$ cat src/rtl/alu_cc_pkg.sv
package alu_cc_pkg;

   // opcode: bit 2 = set-flags form, bits 1:0 = function
   typedef enum logic [1:0] {
      FN_CLR = 2'b00,
      FN_MOV = 2'b01,
      FN_ADD = 2'b10,
      FN_SUB = 2'b11
   } alu_fn_e;

   typedef struct packed {
      logic n;
      logic z;
      logic v;
      logic c;
   } cc_flags_t;

   localparam int unsigned OP_W     = 3;
   localparam int unsigned CC_W     = 4;
   localparam int unsigned SETCC_BIT = 2;

endpackage

$ cat src/rtl/alu_cc_opsel.sv
module alu_cc_opsel #(
   parameter int unsigned DATA_W = 32,
   parameter int unsigned IMM_W  = 13
) (
   input  logic              clk_i,
   input  logic              rst_ni,
   input  logic [DATA_W-1:0] reg_i,
   input  logic              imm_sel_i,
   input  logic [IMM_W-1:0]  imm_i,
   output logic [DATA_W-1:0] op2_o
);

   localparam int unsigned EXT_W = DATA_W - IMM_W;

   initial begin
      if (IMM_W < 2 || IMM_W > DATA_W)
         $error("alu_cc_opsel: IMM_W must be in 2..DATA_W");
   end

   logic [DATA_W-1:0] imm_ext;

   generate
      if (EXT_W == 0) begin : g_full_imm
         assign imm_ext = imm_i;
      end else begin : g_sext_imm
         assign imm_ext = {{EXT_W{imm_i[IMM_W-1]}}, imm_i};
      end
   endgenerate

   assign op2_o = imm_sel_i ? imm_ext : reg_i;

   // upper bits replicate the immediate sign
   p_sext_r2: assert property (@(posedge clk_i) disable iff (!rst_ni)
      imm_sel_i |-> ((op2_o[DATA_W-1:IMM_W-1] == '0) ||
                     (op2_o[DATA_W-1:IMM_W-1] == '1)) &&
                    (op2_o[IMM_W-1] == imm_i[IMM_W-1]));

   // register operand passes untouched
   p_regpass_r1: assert property (@(posedge clk_i) disable iff (!rst_ni)
      !imm_sel_i |-> (op2_o == reg_i));

endmodule

$ cat src/rtl/alu_cc_addsub.sv
module alu_cc_addsub
   import alu_cc_pkg::*;
#(
   parameter int unsigned DATA_W = 32
) (
   input  logic              clk_i,
   input  logic              rst_ni,
   input  logic [DATA_W-1:0] a_i,
   input  logic [DATA_W-1:0] b_i,
   input  logic              sub_i,
   output logic [DATA_W-1:0] sum_o,
   output cc_flags_t         cc_o
);

   localparam int unsigned MSB = DATA_W - 1;

   initial begin
      if (DATA_W < 2)
         $error("alu_cc_addsub: DATA_W must be at least 2");
   end

   logic [DATA_W-1:0] b_eff;
   logic [DATA_W:0]   wide;
   logic              carry_out;

   // subtract as a + ~b + 1
   assign b_eff     = sub_i ? ~b_i : b_i;
   assign wide      = {1'b0, a_i} + {1'b0, b_eff} + {{DATA_W{1'b0}}, sub_i};
   assign sum_o     = wide[DATA_W-1:0];
   assign carry_out = wide[DATA_W];

   always_comb begin
      cc_o.n = sum_o[MSB];
      cc_o.z = (sum_o == '0);
      cc_o.v = (a_i[MSB] == b_eff[MSB]) && (sum_o[MSB] != a_i[MSB]);
      // borrow is the inverted carry when subtracting
      cc_o.c = sub_i ? ~carry_out : carry_out;
   end

   // borrow flag equals unsigned less-than
   p_borrow_r8: assert property (@(posedge clk_i) disable iff (!rst_ni)
      sub_i |-> (cc_o.c == (a_i < b_i)));

   // carry flag on add equals unsigned wrap
   p_carry_r7: assert property (@(posedge clk_i) disable iff (!rst_ni)
      !sub_i |-> (cc_o.c == (sum_o < a_i)));

endmodule

$ cat src/rtl/alu_cc_flagreg.sv
module alu_cc_flagreg
   import alu_cc_pkg::*;
(
   input  logic      clk_i,
   input  logic      rst_ni,
   input  logic      upd_i,
   input  cc_flags_t cc_i,
   output cc_flags_t cc_q_o
);

   always_ff @(posedge clk_i or negedge rst_ni) begin
      if (!rst_ni)
         cc_q_o <= '0;
      else if (upd_i)
         cc_q_o <= cc_i;
   end

   // no update request, no change
   p_hold_r9: assert property (@(posedge clk_i) disable iff (!rst_ni)
      !upd_i |=> $stable(cc_q_o));

   // update request loads the offered flags
   p_load_r7: assert property (@(posedge clk_i) disable iff (!rst_ni)
      upd_i |=> (cc_q_o == $past(cc_i)));

endmodule

$ cat src/rtl/alu_cc_top.sv
module alu_cc_top
   import alu_cc_pkg::*;
#(
   parameter int unsigned DATA_W = 32,
   parameter int unsigned IMM_W  = 13
) (
   input  logic              clk_i,
   input  logic              rst_ni,
   input  logic              valid_i,
   input  logic [2:0]        op_i,
   input  logic [DATA_W-1:0] rs1_i,
   input  logic [DATA_W-1:0] rs2_i,
   input  logic              imm_sel_i,
   input  logic [IMM_W-1:0]  imm_i,
   output logic [DATA_W-1:0] result_o,
   output logic [3:0]        flags_o
);

   initial begin
      if (DATA_W < IMM_W)
         $error("alu_cc_top: DATA_W must not be smaller than IMM_W");
   end

   alu_fn_e           fn;
   logic              setcc;
   logic [DATA_W-1:0] op2_w;
   logic [DATA_W-1:0] sum_w;
   cc_flags_t         cc_next;
   cc_flags_t         cc_q;
   logic              upd;

   assign fn    = alu_fn_e'(op_i[1:0]);
   assign setcc = op_i[SETCC_BIT];

   alu_cc_opsel #(.DATA_W(DATA_W), .IMM_W(IMM_W)) u_opsel (
      .clk_i     (clk_i),
      .rst_ni    (rst_ni),
      .reg_i     (rs2_i),
      .imm_sel_i (imm_sel_i),
      .imm_i     (imm_i),
      .op2_o     (op2_w)
   );

   alu_cc_addsub #(.DATA_W(DATA_W)) u_addsub (
      .clk_i  (clk_i),
      .rst_ni (rst_ni),
      .a_i    (rs1_i),
      .b_i    (op2_w),
      .sub_i  (fn == FN_SUB),
      .sum_o  (sum_w),
      .cc_o   (cc_next)
   );

   // only add/sub set-flags forms touch the condition register
   assign upd = valid_i && setcc && ((fn == FN_ADD) || (fn == FN_SUB));

   alu_cc_flagreg u_flags (
      .clk_i  (clk_i),
      .rst_ni (rst_ni),
      .upd_i  (upd),
      .cc_i   (cc_next),
      .cc_q_o (cc_q)
   );

   always_comb begin
      unique case (fn)
         FN_CLR:  result_o = '0;
         FN_MOV:  result_o = op2_w;
         default: result_o = sum_w;
      endcase
   end

   assign flags_o = cc_q;

   // clear yields zero
   p_clear_r3: assert property (@(posedge clk_i) disable iff (!rst_ni)
      (op_i[1:0] == 2'b00) |-> (result_o == '0));

   // move yields the selected second operand
   p_move_r4: assert property (@(posedge clk_i) disable iff (!rst_ni)
      (op_i[1:0] == 2'b01) |-> (result_o == op2_w));

   // zero flag after a flag-setting op reflects the result
   p_zero_r7: assert property (@(posedge clk_i) disable iff (!rst_ni)
      upd |=> (flags_o[2] == ($past(result_o) == '0)));

   // clear/move never change flags
   p_nochg_r9: assert property (@(posedge clk_i) disable iff (!rst_ni)
      (op_i[1] == 1'b0) |=> $stable(flags_o));

endmodule

$ cat config.mk
export PLATFORM = sky130hd
export DESIGN_NAME = alu_cc_top
export DESIGN_NICKNAME = d
export VERILOG_FILES = /design/src/rtl/alu_cc_pkg.sv /design/src/rtl/alu_cc_opsel.sv /design/src/rtl/alu_cc_addsub.sv /design/src/rtl/alu_cc_flagreg.sv /design/src/rtl/alu_cc_top.sv
export SDC_FILE = /design/constraint.sdc
export NUM_CORES = 1
export LEC_CHECK = 0
export ABC_AREA = 1
export CORE_MARGIN = 3
export CORE_UTILIZATION = 25
export DETAILED_ROUTE_END_ITERATION = 10
export DONT_BUFFER_PORTS = 1
export GPL_TIMING_DRIVEN = 0
export PLACE_DENSITY = 0.41
export SLEW_MARGIN = 15
export SYNTH_ARGS = -nofsm -noshare
export SYNTH_HDL_FRONTEND = slang
export SYNTH_SLANG_ARGS = --single-unit
$ cat constraint.sdc
create_clock -name clk_i -period 5.2 [get_ports clk_i]
set_input_delay 1.04 -clock clk_i [delete_from_list [all_inputs] [get_ports clk_i]]
set_output_delay 1.04 -clock clk_i [all_outputs]
set_load 0.1 [all_outputs]
; Word-level counts from Yosys, hierarchy flattened
; Cells that the tools add are included.
[totals]
out_inout_bits = 36
romBits = 0
mem_bits_rw = 0
reg_bits = 4
n_memories = 0
latch_bits = 0
[op_classes]
n_shift = 0
div = 0
n_addsub = 2
mux = 4
n_lt_le_gt_ge = 0
eq_ne = 5
n_bitwise = 2
reduce_logical = 6
mul = 0
[ops]
columns = operator, n
row1 = two-way mux 32 bit, 2
row2 = one-hot mux 32 bit (2 select lines), 1
row3 = adder 32 x 32 -> 33 bit, 1
row4 = adder 33 x 1 -> 33 bit, 1
row5 = logical NOT 32 bit, 1
row6 = inverter 32 bit, 1
row7 = equality test 2 bit (second input constant), 2
row8 = logical AND 1 bit, 3
row9 = equality test 2 x 1 -> 1 bit (second input constant), 1
row10 = logical NOT 2 bit, 1
row11 = equality test 1 bit, 1
row12 = logical OR 1 bit, 1
row13 = two-way mux 1 bit, 1
row14 = != test 1 bit, 1
row15 = inverter 1 bit, 1

; Depth between registers and ports, before layout
; Gate-level depths: netlist of the first run.
[depth]
word_depth = 7
depth_mapped = 25
ltp_nobuf = 24

; Cells and area by module
; A second synthesis of the first run with hierarchy kept.
[hier_totals]
cells_unflattened = 802
hier_area_um2 = 4030.1
[modules_own_cells]
columns = module, area_each_um2, cells_each, n_inst
row1 = alu_cc_addsub, 2955.3, 589, 1
row2 = alu_cc_top, 581.8, 112, 1
row3 = alu_cc_opsel, 344.1, 84, 1
row4 = alu_cc_flagreg, 148.9, 17, 1

; Worst setup path after synthesis of the first run
; OpenSTA, ideal clock, no wires.
[synth_timing]
path_type = input to output
start = input imm_sel_i
end = output result_o[21]
arrival_ns = 4.903
t_required_ns = 4.160
n_path_buf = 1
path_stages = 12
path_slack_ns = -0.743
path_cell_list = nand2_1 > clkinv_1 > clkbuf_1 > a21oi_1 > xor2_1 > ha_1 > a21oi_1 > o21ai_0 > a21oi_1 > nand2_1 > xnor2_1 > o21ai_0
[synth_via]
elab_chain_cells = 6
[synth_rtl]
columns = item, line
row1 = start: declaration, alu_cc_top.sv:13  ; input logic imm_sel_i,
row2 = two-way mux 32 bit *, alu_cc_opsel.sv:30  ; assign op2_o = imm_sel_i ? imm_ext : reg_i;
row3 = inverter 32 bit, alu_cc_addsub.sv:27  ; assign b_eff = sub_i ? ~b_i : b_i;
row4 = two-way mux 32 bit, alu_cc_addsub.sv:27
row5 = adder 32 x 32 -> 33 bit, alu_cc_addsub.sv:28  ; assign wide = {1'b0, a_i} + {1'b0, b_eff} + {{DATA_W{1'b0}}, sub_i};
row6 = adder 33 x 1 -> 33 bit, alu_cc_addsub.sv:28
row7 = one-hot mux 32 bit (2 select lines) *, alu_cc_top.sv:66  ; unique case (fn)
row8 = end: declaration, alu_cc_top.sv:15  ; output logic [DATA_W-1:0] result_o,
; Mark *: on every way between the ends. The rest lies on a longest branch, timed or not.

; Final worst setup path of the first run
[layout_timing]
start = input op_i[0]
end = output result_o[28]
[layout_via]
elab_chain_cells = 5
word_cells_on_any_way = 7
[layout_rtl]
columns = item, line
row1 = start: declaration, alu_cc_top.sv:10  ; input logic [2:0] op_i,
row2 = equality test 2 bit, alu_cc_top.sv:49  ; .sub_i (fn == FN_SUB),
row3 = two-way mux 32 bit, alu_cc_addsub.sv:27
row4 = adder 32 x 32 -> 33 bit, alu_cc_addsub.sv:28
row5 = adder 33 x 1 -> 33 bit, alu_cc_addsub.sv:28
row6 = one-hot mux 32 bit (2 select lines) *, alu_cc_top.sv:66
; Marks and branches as above.

==> reports/qor.yml, run 1 <==
run_status:
  outcome: "complete, no violations"
synth:
  dominant_combinational_cell_family_by_area_after_synthesis: "simple AND/OR/NAND/NOR gates"
  mux_share_of_post_synthesis_cell_area: 0
  synth_simple_gate_area_share: 0.4748
  synth_instances: 650
  postSynthNetCount: 767
  fraction_of_the_mapped_netlist_area_in_compound_gates: 0.1676
  synth-warning-count: 0
  synth_xor_area_frac: 0.09668
  ys_ff_latch: 4
  post_synth_fa_ha_maj_area_fraction: 0.1254
  synthesis.area_per_instance_sq_um: 5.157
  yosys.cell_types.count: 32
  synth.yosys.seq_area_share: 0.02986
  post_synth_instance_area_sq_um: 3352
die:
  die_width_um: 121.8
  coreArea_sq_um: 12880
  initial_core_util: 0.2603
  dieArea_sq_um: 14830
  die_y_um: 121.8
  num_rows: 41
  pin_count: 120
pwr:
  worst_ir_drop_vdd_uv: 282.1
  post-layout-total-power_w: 0.001318
  powerDensity_nw_per_um2: 325.3
  power_leakage_nw: 2.005
layout:
  mostFrequentLayoutCell: "sky130_fd_sc_hd__nand2_1"
  largest_register_ff_count: 4
  num_antenna_cells: 0
  final_net_count: 775
  instances_no_fill: 828
  share_of_cells_above_drive_strength_1: 0.1433
  area.growth.synth_to_final_pct: 20.83
  count_of_filler_cells_inserted_in_the_layout: 1495
  final_area_sq_um: 4050
  reg.largest.list: "u_flags.cc_q_o (4)"
  largest_register: "u_flags.cc_q_o"
  layout.cells.most_common_list: "sky130_fd_sc_hd__nand2_1, sky130_fd_sc_hd__inv_1, sky130_fd_sc_hd__nor2_1"
setup_path:
  crit_required_ns: 4.16
  worstRegToRegCells: 2
  crit_path_start: "op_i[0]"
  critical_path_launch_point_type: "input pin"
  worstReg2RegStart: "u_flags.cc_q_o[0]"
  setup_crit_path_kind: "in2out"
  critPathArrivalTime_ns: 3.95
  crit_path_cell_trace: "nand2_1, inv_1, buf_4, xor2_1, ha_1, nand2_2, inv_1, a21oi_2, o21ai_0, nand2_1, nand3_1, nand2_1, nand2_1, nand2_1, nand2_1, o22ai_4"
  endpoint_kind: "output pin"
  path_max_fanout: 10
  critical_path.slowest_cell: "sky130_fd_sc_hd__o22ai_4"
  setup.reg_to_reg.worst_slack_ns: 3.99
  cp_slowest_stage_delay_ns: 0.58
  path_common_cell: "sky130_fd_sc_hd__nand2_1"
  timing.rr.end: "u_flags.cc_q_o[0]"
hold_path:
  hold_class: "in2async"
placed_design:
  post-place-ws_ns: -0.8542
  io_buffers: 0
  gp_routability_congestion: 0.8952
  placement.cell_area_sq_um: 3705
  place_hpwl_um: 12770
  placed_cells: 822
timing:
  fin_worst_skew_ns: 0
  drv_slew: 0
  worst_slew_pin_slew_ns: 1.140
  final.period_utilization: 0.9594
  timing.final.hold_violations: 0
  rsz_0062_raised_after_global_routing: "true"
  finalSetupViolations: 0
  setup_ws_post_layout_ns: 0.2111
  max_clock_freq_mhz: 200.4
  min_period_ns: 4.989
  total_negative_slack_for_setup_checks_ns: 0
  max-slew-margin-rel: 0.2397
grt:
  grt-ovfl-total: 0
  antenna_violations_before_repair: 0
  global_route.usage.total: 0.1946
  grt_start_max_net_pins: 11
  grt_first_pass_wirelength_um: 22750
  first_global_vias: 4162
clocking:
  cts_buffer_depth: 2
  tritoncts.num_buffers: 3
  cts.sinks: 4
  htreeDepth: 1
  tritoncts: "built"
  clock_latency_ns: 0.22
  worst_setup_hold_path_clk_slew_ns: 0.03
  cts_hold_buffers: 0
  cts_root_buffer: "sky130_fd_sc_hd__clkbuf_16"
detailed_routing:
  initialDrtViolationCount: 325
  detailedRoute.firstPassIterationCount: 5
  met2RoutedLength_um: 6391
  wire_per_inst_um: 17.63
  drc: 0
  via_count: 4151
  ant_nets: 0
  maxUsedRoutingLayer: "met4"
  postRouteWirelength_um: 14590
  detail_route.vias_per_cell: 5.013
  met3RoutedLength_um: 1200
  wl_met1_um: 6993
run:
  maxCapViolations: 0
[cells by family (layout without fill, tap and decap cells)]
logic type,Yosys count,after routing
AO/OA/AOI/OAI,106,106
buffers and inverters,94,100
AND/OR/NAND/NOR,376,376
adder cells (fa/ha/maj),33,33
XOR/XNOR,37,37
flip-flops,4,4
[synth_stat cells]
master / n / area share
sky130_fd_sc_hd__nand2_2: 13 / 0.024
sky130_fd_sc_hd__nor2_2: 3 / 0.0056
sky130_fd_sc_hd__o21bai_1: 1 / 0.0022
sky130_fd_sc_hd__o22ai_1: 13 / 0.024
sky130_fd_sc_hd__a21o_1: 3 / 0.0067
sky130_fd_sc_hd__inv_1: 70 / 0.078
sky130_fd_sc_hd__o21ai_0: 30 / 0.045
sky130_fd_sc_hd__nor3_2: 1 / 0.0030
sky130_fd_sc_hd__buf_1: 2 / 0.0022
sky130_fd_sc_hd__nor2_1: 55 / 0.062
sky130_fd_sc_hd__nand2b_1: 1 / 0.0019
sky130_fd_sc_hd__inv_2: 7 / 0.0078
sky130_fd_sc_hd__nand2_4: 1 / 0.0034
sky130_fd_sc_hd__clkinv_1: 2 / 0.0022
sky130_fd_sc_hd__nand3b_1: 5 / 0.011
sky130_fd_sc_hd__or2_1: 1 / 0.0019
sky130_fd_sc_hd__a21oi_1: 53 / 0.079
sky130_fd_sc_hd__nand3_2: 1 / 0.0030
sky130_fd_sc_hd__o21a_1: 1 / 0.0022
sky130_fd_sc_hd__dfrtp_1: 4 / 0.030
sky130_fd_sc_hd__clkbuf_1: 12 / 0.013
sky130_fd_sc_hd__nand3_1: 51 / 0.076
sky130_fd_sc_hd__fa_1: 1 / 0.0060
sky130_fd_sc_hd__nor3_1: 10 / 0.015
sky130_fd_sc_hd__buf_2: 1 / 0.0015
sky130_fd_sc_hd__xnor2_1: 1 / 0.0026
sky130_fd_sc_hd__a31oi_1: 2 / 0.0037
sky130_fd_sc_hd__xor2_1: 36 / 0.094
sky130_fd_sc_hd__nand4_1: 8 / 0.015
sky130_fd_sc_hd__o21ai_1: 3 / 0.0045
sky130_fd_sc_hd__ha_1: 32 / 0.12
sky130_fd_sc_hd__nand2_1: 226 / 0.25
[how the worst max path moves through the flow]
stage / endpoint / slack, ns / cells past startpoint
CTS: result_o[31] / -0.01 / 14
global placement: result_o[26] / -1.27 / 15
detailed placement: result_o[28] / -0.85 / 17
floorplan: result_o[26] / -0.24 / 18
finish: result_o[28] / 0.21 / 16
global route: result_o[21] / -0.04 / 14
[layout make-up]
type | count | area, sq um | share of cell area
Timing Repair Buffer | 3 | 22.52 | 0.005561
Tap cell | 172 | 215.2 | 0.05314
Clock buffer | 3 | 75.07 | 0.01854
Buffer | 15 | 78.83 | 0.01946
Sequential cell | 4 | 100.1 | 0.02471
Multi-Input combinational cell | 552 | 3257 | 0.8041
Inverter | 79 | 301.5 | 0.07445
[report_power, final]
| group | leakage [nW] | total, W | switching [W] | internal [W] |
|---|---|---|---|---|
| clock | 0.0370 | 0.000120 | 0.0000218 | 0.0000983 |
| sequential | 0.0520 | 0.0000857 | 0.0000493 | 0.0000363 |
| combinational | 1.92 | 0.00111 | 0.000863 | 0.000249 |
[critical path, delay by kind of cell]
| kind | cells | cell delay, ns |
|---|---|---|
| compound gates | 3 | 0.91 |
| xor+xnor | 1 | 0.33 |
| fa+ha+maj | 1 | 0.37 |
| buf+inv | 3 | 0.46 |
| simple gates | 8 | 0.81 |
[through the flow]
step           utilization  hold slack (ns)
6_report            0.3145           0.5121
3_3_place_gp        0.2809           0.7445
3_5_place_dp        0.2877           0.7445
4_1_cts             0.3029           0.5086
5_1_grt             0.3145           0.5080
2_1_floorplan            -           0.7444
[repair_timing]
item | 4_1_cts | 5_1_grt
gates resized for setup | 25 | 37
setup endpoints to repair | 20 | 15
cloned | 0 | 0
buffers inserted | 0 | 3
pin swaps | 2 | 6
[routing by layer]
| layer | global-route usage | vias up |
|---|---|---|
| met5 | 0 | - |
| met4 | 0.01120 | 0 |
| met3 | 0.03435 | 2 |
| met2 | 0.3097 | 135 |
| met1 | 0.2873 | 1881 |
| li1 | - | 2133 |
No activity file was read; power rests on OpenSTA's default activity.
==> run 2, diff against run 1 <==
Settings changed: TNS_END_PERCENT set to 50.
Clock period 5.2 ns to 5.8 ns, I/O delays scaled along.
==> reports/qor.yml, run 2 (synthesis gave the netlist of run 1 again) <==
run_status:
  outcome: "complete, no violations"
timing:
  timing.final.hold_violations: 0
  max-slew-margin-rel: 0.1108
  worst_slew_pin_slew_ns: 1.334
  drv_slew: 0
  min_period_ns: 5.634
  fin_worst_skew_ns: 0
  setup_ws_post_layout_ns: 0.1657
  finalSetupViolations: 0
  rsz_0062_raised_after_global_routing: "true"
  final.period_utilization: 0.9714
  max_clock_freq_mhz: 177.5
detailed_routing:
  drc: 0
  detail_route.vias_per_cell: 5.028
  postRouteWirelength_um: 14280
  ant_nets: 0
  via_count: 4148
  wire_per_inst_um: 17.31
  detailedRoute.firstPassIterationCount: 5
  initialDrtViolationCount: 238
layout:
  share_of_cells_above_drive_strength_1: 0.09342
  area.growth.synth_to_final_pct: 15.42
  final_net_count: 772
  largest_register_ff_count: 4
  final_util: 0.3005
  instances_no_fill: 825
  num_antenna_cells: 0
  reg.largest.list: "u_flags.cc_q_o (4)"
  layout.cells.most_common_list: "sky130_fd_sc_hd__nand2_1, sky130_fd_sc_hd__inv_1, sky130_fd_sc_hd__nor2_1"
  largest_register: "u_flags.cc_q_o"
  mostFrequentLayoutCell: "sky130_fd_sc_hd__nand2_1"
setup_path:
  critical-path-top-delay-family: "simple AND/OR/NAND/NOR gates"
  cp_slowest_stage_delay_ns: 0.66
  critical_path_launch_point_type: "input pin"
  setup_crit_path_kind: "in2out"
  critical_path.n_buffers_inverters: 2
  path_max_fanout: 10
  crit_required_ns: 4.64
  crit_path_cell_trace: "nand2_1, buf_1, xor2_1, ha_1, a21oi_1, inv_1, nor2_1, o21ai_0, nand2_1, nand3_1, nand2_1, nand2_1, nand2_1, nand2_1, o22ai_4"
  endpoint_kind: "output pin"
  critical_path.slowest_cell: "sky130_fd_sc_hd__buf_1"
  critPathArrivalTime_ns: 4.47
  path_common_cell: "sky130_fd_sc_hd__nand2_1"
die:
  pin_count: 120
  coreArea_sq_um: 12880
  die_width_um: 121.8
  initial_core_util: 0.2603
  num_rows: 41
  dieArea_sq_um: 14830
  die_y_um: 121.8
clocking:
  clock_latency_ns: 0.22
  tritoncts: "built"
  htreeDepth: 1
  cts_root_buffer: "sky130_fd_sc_hd__clkbuf_16"
  cts_hold_buffers: 0
  cts_buffer_depth: 2
  worst_setup_hold_path_clk_slew_ns: 0.03
  tritoncts.num_buffers: 3
  buffers_inserted_by_post_cts_timing_repair: 0
  cts.sinks: 4
grt:
  first_global_vias: 4138
  antenna_violations_before_repair: 0
  grt_start_max_net_pins: 11
  grt_first_pass_wirelength_um: 22520
  grt-ovfl-total: 0
  global_route.usage.total: 0.1907
pwr:
  worst_ir_drop_vdd_uv: 215.9
  sequentialPowerShare: 0.066
  powerDensity_nw_per_um2: 298.2
  net_switching_power_figure_w: 0.0008227
  gate_power_share: 0.841
  share_of_total_power_in_the_clock_network: 0.093
  p_sw_frac: 0.7132
  power_leakage_nw: 1.952
  cell_internal_pwr_w: 0.0003308
run:
  maxCapViolations: 0
placed_design:
  gp_routability_congestion: 0.9248
  io_buffers: 0
  place_hpwl_um: 12730
  placed_cells: 822
  post-place-ws_ns: -0.3494
hold_path:
  hold_class: "in2async"
-- run 2: changes by cell type in the layout (fill, tap and decap cells not counted), sizes merged --
cell    previous run  this run
buf                8         3
clkbuf            13        15
-- run 2: path summary, 6_finish.rpt --
kind	to	slack, ns	start	cells after the start
max reg2reg	u_flags.cc_q_o[3]	4.57	u_flags.cc_q_o[3]	2
max in group asynchronous	u_flags.cc_q_o[3]	5.10	rst_ni	0
min	u_flags.cc_q_o[0]	0.63	rst_ni	0
min in group clk_i	u_flags.cc_q_o[2]	1.02	u_flags.cc_q_o[2]	2
max	result_o[28]	0.17	op_i[0]	15
min reg2reg	u_flags.cc_q_o[2]	1.02	u_flags.cc_q_o[2]	2
-- run 2: stage by stage --
step	hold WS, ns	total power, W	setup TNS (ns)	instance area (sq um)
after floorplan	0.8644	0.0008276	-0.1621	3352
after global placement	0.8645	0.0009906	-14.19	3567
after global routing	0.6277	0.001240	-0.2720	3869
final	0.6329	0.001154	0	3869
after CTS	0.6296	0.001140	0	3811
after detailed placement	0.8645	0.001020	-1.701	3705
-- run 2: power groups by stage --
stage / sequential, W / combinational, W / clock (W)
6_report: 0.0000767 / 0.000970 / 0.000107
5_1_grt: 0.0000779 / 0.00105 / 0.000110
4_1_cts: 0.0000768 / 0.000955 / 0.000109
3_5_place_dp: 0.0000771 / 0.000943 / 0
3_3_place_gp: 0.0000771 / 0.000913 / 0
2_1_floorplan: 0.0000760 / 0.000752 / 0
-- run 2: cell type report --
cell class | instances | area (sq um)
fillers | 1478 | 9007
inverters | 79 | 297.8
multi-input cells | 552 | 3122
flip-flops and latches | 4 | 100.1
well taps | 172 | 215.2
clock buffers | 3 | 75.07
plain buffers | 15 | 58.81
-- run 2: what timing repair did --
item	CTS	global route
endpoints found under the setup margin	10	12
pin swaps	1	3
resized for setup	5	10
-- run 2: per-layer routing --
| metal | track usage | vias up | share of wire |
|---|---|---|---|
| met4 | 0.01190 | 0 | 0.00077 |
| met2 | 0.3111 | 120 | 0.45 |
| met3 | 0.02693 | 2 | 0.073 |
| li1 | - | 2129 | - |
| met1 | 0.2791 | 1897 | 0.48 |
| met5 | 0 | - | 0 |
==> run 3, diff against run 2 <==
Clock period 5.8 ns to 5.3 ns, I/O delays scaled along.
==> reports/qor.yml, run 3 (synthesis gave the netlist of run 1 again) <==
die:
  die_width_um: 121.8
  die_y_um: 121.8
  pin_count: 120
  num_rows: 41
  initial_core_util: 0.2603
  dieArea_sq_um: 14830
  coreArea_sq_um: 12880
pwr:
  share_of_total_power_in_the_clock_network: 0.091
  powerDensity_nw_per_um2: 321.8
  worst_ir_drop_vdd_uv: 311.4
  gate_power_share: 0.844
  sequentialPowerShare: 0.066
  cell_internal_pwr_w: 0.0003702
  net_switching_power_figure_w: 0.0009081
  power_leakage_nw: 1.988
  p_sw_frac: 0.7104
timing:
  min_period_ns: 5.186
  timing.final.hold_violations: 0
  max_clock_freq_mhz: 192.8
  max-slew-margin-rel: 0.2345
  final.period_utilization: 0.9785
  fin_worst_skew_ns: 0
  rsz_0062_raised_after_global_routing: "true"
  worst_slew_pin_slew_ns: 1.151
  drv_slew: 0
  setup_ws_post_layout_ns: 0.1138
  finalSetupViolations: 0
layout:
  final_net_count: 773
  largest_register_ff_count: 4
  share_of_cells_above_drive_strength_1: 0.1346
  area.growth.synth_to_final_pct: 18.51
  layout.cells.most_common_list: "sky130_fd_sc_hd__nand2_1, sky130_fd_sc_hd__inv_1, sky130_fd_sc_hd__nor2_1"
  reg.largest.list: "u_flags.cc_q_o (4)"
  mostFrequentLayoutCell: "sky130_fd_sc_hd__nand2_1"
  largest_register: "u_flags.cc_q_o"
  final_util: 0.3085
  count_of_filler_cells_inserted_in_the_layout: 1468
  num_antenna_cells: 0
  layout.area.seq_sq_um: 100.1
  multi_input_logic_area_sq_um: 3202
setup_path:
  cp_slowest_stage_delay_ns: 0.57
  path_max_fanout: 10
  crit_path_cell_trace: "nand2_1, clkinv_4, clkbuf_4, a21oi_2, xor2_2, ha_2, a21oi_2, inv_1, nor2_2, o21ai_0, nand2_1, nand3_1, nand2_1, nand2_1, nand2_1, nand2_1, o22ai_4"
  worstReg2RegStart: "u_flags.cc_q_o[3]"
  setup.reg_to_reg.worst_slack_ns: 4.06
  worstRegToRegCells: 2
  crit_required_ns: 4.24
  critPathArrivalTime_ns: 4.13
  endpoint_kind: "output pin"
  timing.rr.end: "u_flags.cc_q_o[3]"
  critical_path_launch_point_type: "input pin"
  path_common_cell: "sky130_fd_sc_hd__nand2_1"
  critical_path.slowest_cell: "sky130_fd_sc_hd__o22ai_4"
  setup_crit_path_kind: "in2out"
clocking:
  cts_buffer_depth: 2
  worst_setup_hold_path_clk_slew_ns: 0.03
  clock_latency_ns: 0.22
  htreeDepth: 1
  cts.sinks: 4
  cts_hold_buffers: 0
  tritoncts.num_buffers: 3
  tritoncts: "built"
  cts_root_buffer: "sky130_fd_sc_hd__clkbuf_16"
grt:
  antenna_violations_before_repair: 0
  grt_start_max_net_pins: 11
  global_route.usage.total: 0.1875
  grt_first_pass_wirelength_um: 21860
  first_global_vias: 4051
  grt-ovfl-total: 0
placed_design:
  io_buffers: 0
  post-place-ws_ns: -0.7198
  gp_routability_congestion: 0.9241
  place_hpwl_um: 12590
detailed_routing:
  detail_route.vias_per_cell: 5.053
  postRouteWirelength_um: 14320
  via_count: 4174
  initialDrtViolationCount: 367
  wire_per_inst_um: 17.34
  drc: 0
  detailedRoute.firstPassIterationCount: 7
  ant_nets: 0
run:
  maxCapViolations: 0
run_status:
  outcome: "complete, no violations"
hold_path:
  hold_class: "in2async"
run 3: changes by cell type in the layout (fill, tap and decap cells not counted), moves of 2 or more:
cell,delta
sky130_fd_sc_hd__buf_1,-2
sky130_fd_sc_hd__a21oi_2,+10
sky130_fd_sc_hd__ha_2,+2
sky130_fd_sc_hd__buf_2,+3
sky130_fd_sc_hd__ha_1,-2
sky130_fd_sc_hd__a21oi_1,-10
sky130_fd_sc_hd__xor2_1,-4
sky130_fd_sc_hd__clkbuf_2,+4
sky130_fd_sc_hd__xor2_2,+4
sky130_fd_sc_hd__clkbuf_1,-6
run 3: worst max-delay path, delay by kind of cell:
family | cells | cell delay (ns)
and+or+nand+nor | 8 | 0.88
xor gates and xnor gates | 1 | 0.25
buffers and inverters | 3 | 0.47
adders and majority gates | 1 | 0.37
AOI/OAI and AO/OA | 4 | 1.06
run 3: timing repair:
action,4_1_cts,5_1_grt
resized for setup,24,19
buffers inserted,0,1
gates cloned,0,0
setup endpoints to repair,19,12
pin swaps,2,3
run 3: layout make-up:
cell class | count | area share
Multi-Input combinational cell | 552 | 0.8060
Inverter | 79 | 0.07591
Tap cell | 172 | 0.05417
Sequential cell | 4 | 0.02520
Clock buffer | 3 | 0.01890
Buffer | 15 | 0.01795
Timing Repair Buffer | 1 | 0.001890
run 3: worst max path at each step:
stage                          from      endpoint  cells after the start
after global routing      imm_sel_i  result_o[28]                     17
after detailed placement  imm_sel_i  result_o[28]                     17
after CTS                 imm_sel_i  result_o[31]                     15
final                     imm_sel_i  result_o[28]                     17
after floorplan           imm_sel_i   result_o[3]                     13
after global placement    imm_sel_i  result_o[30]                     15
run 3: per-stage QoR:
step | area, sq um | total power (W) | setup TNS, ns | std cells | hold slack (ns)
final | 3973 | 0.001278 | 0 | 826 | 0.5341
after detailed placement | 3705 | 0.001114 | -6.444 | 822 | 0.7645
after global routing | 3973 | 0.001368 | -0.1975 | 826 | 0.5300
after CTS | 3887 | 0.001259 | 0 | 825 | 0.5316
after global placement | 3580 | 0.001086 | -19.05 | 822 | 0.7645
after floorplan | 3364 | 0.0009091 | -1.041 | 650 | 0.7644
run 3: metal layers:
layer | vias up | routed length, um | part of all wire | global-route usage
li1 | 2116 | - | - | -
met1 | 1918 | 7067 | 0.49 | 0.2767
met2 | 138 | 6277 | 0.44 | 0.2963
met3 | 2 | 953 | 0.067 | 0.03203
met4 | 0 | 25 | 0.0017 | 0.01681
met5 | - | 0 | 0 | 0
run 3: power by group through the flow:
stage | Sequential, W | Combinational, W | Clock, W
after floorplan | 0.0000832 | 0.000826 | 0
after CTS | 0.0000840 | 0.00106 | 0.000118
final | 0.0000838 | 0.00108 | 0.000116
after global placement | 0.0000843 | 0.00100 | 0
after global routing | 0.0000850 | 0.00116 | 0.000119
after detailed placement | 0.0000844 | 0.00103 | 0
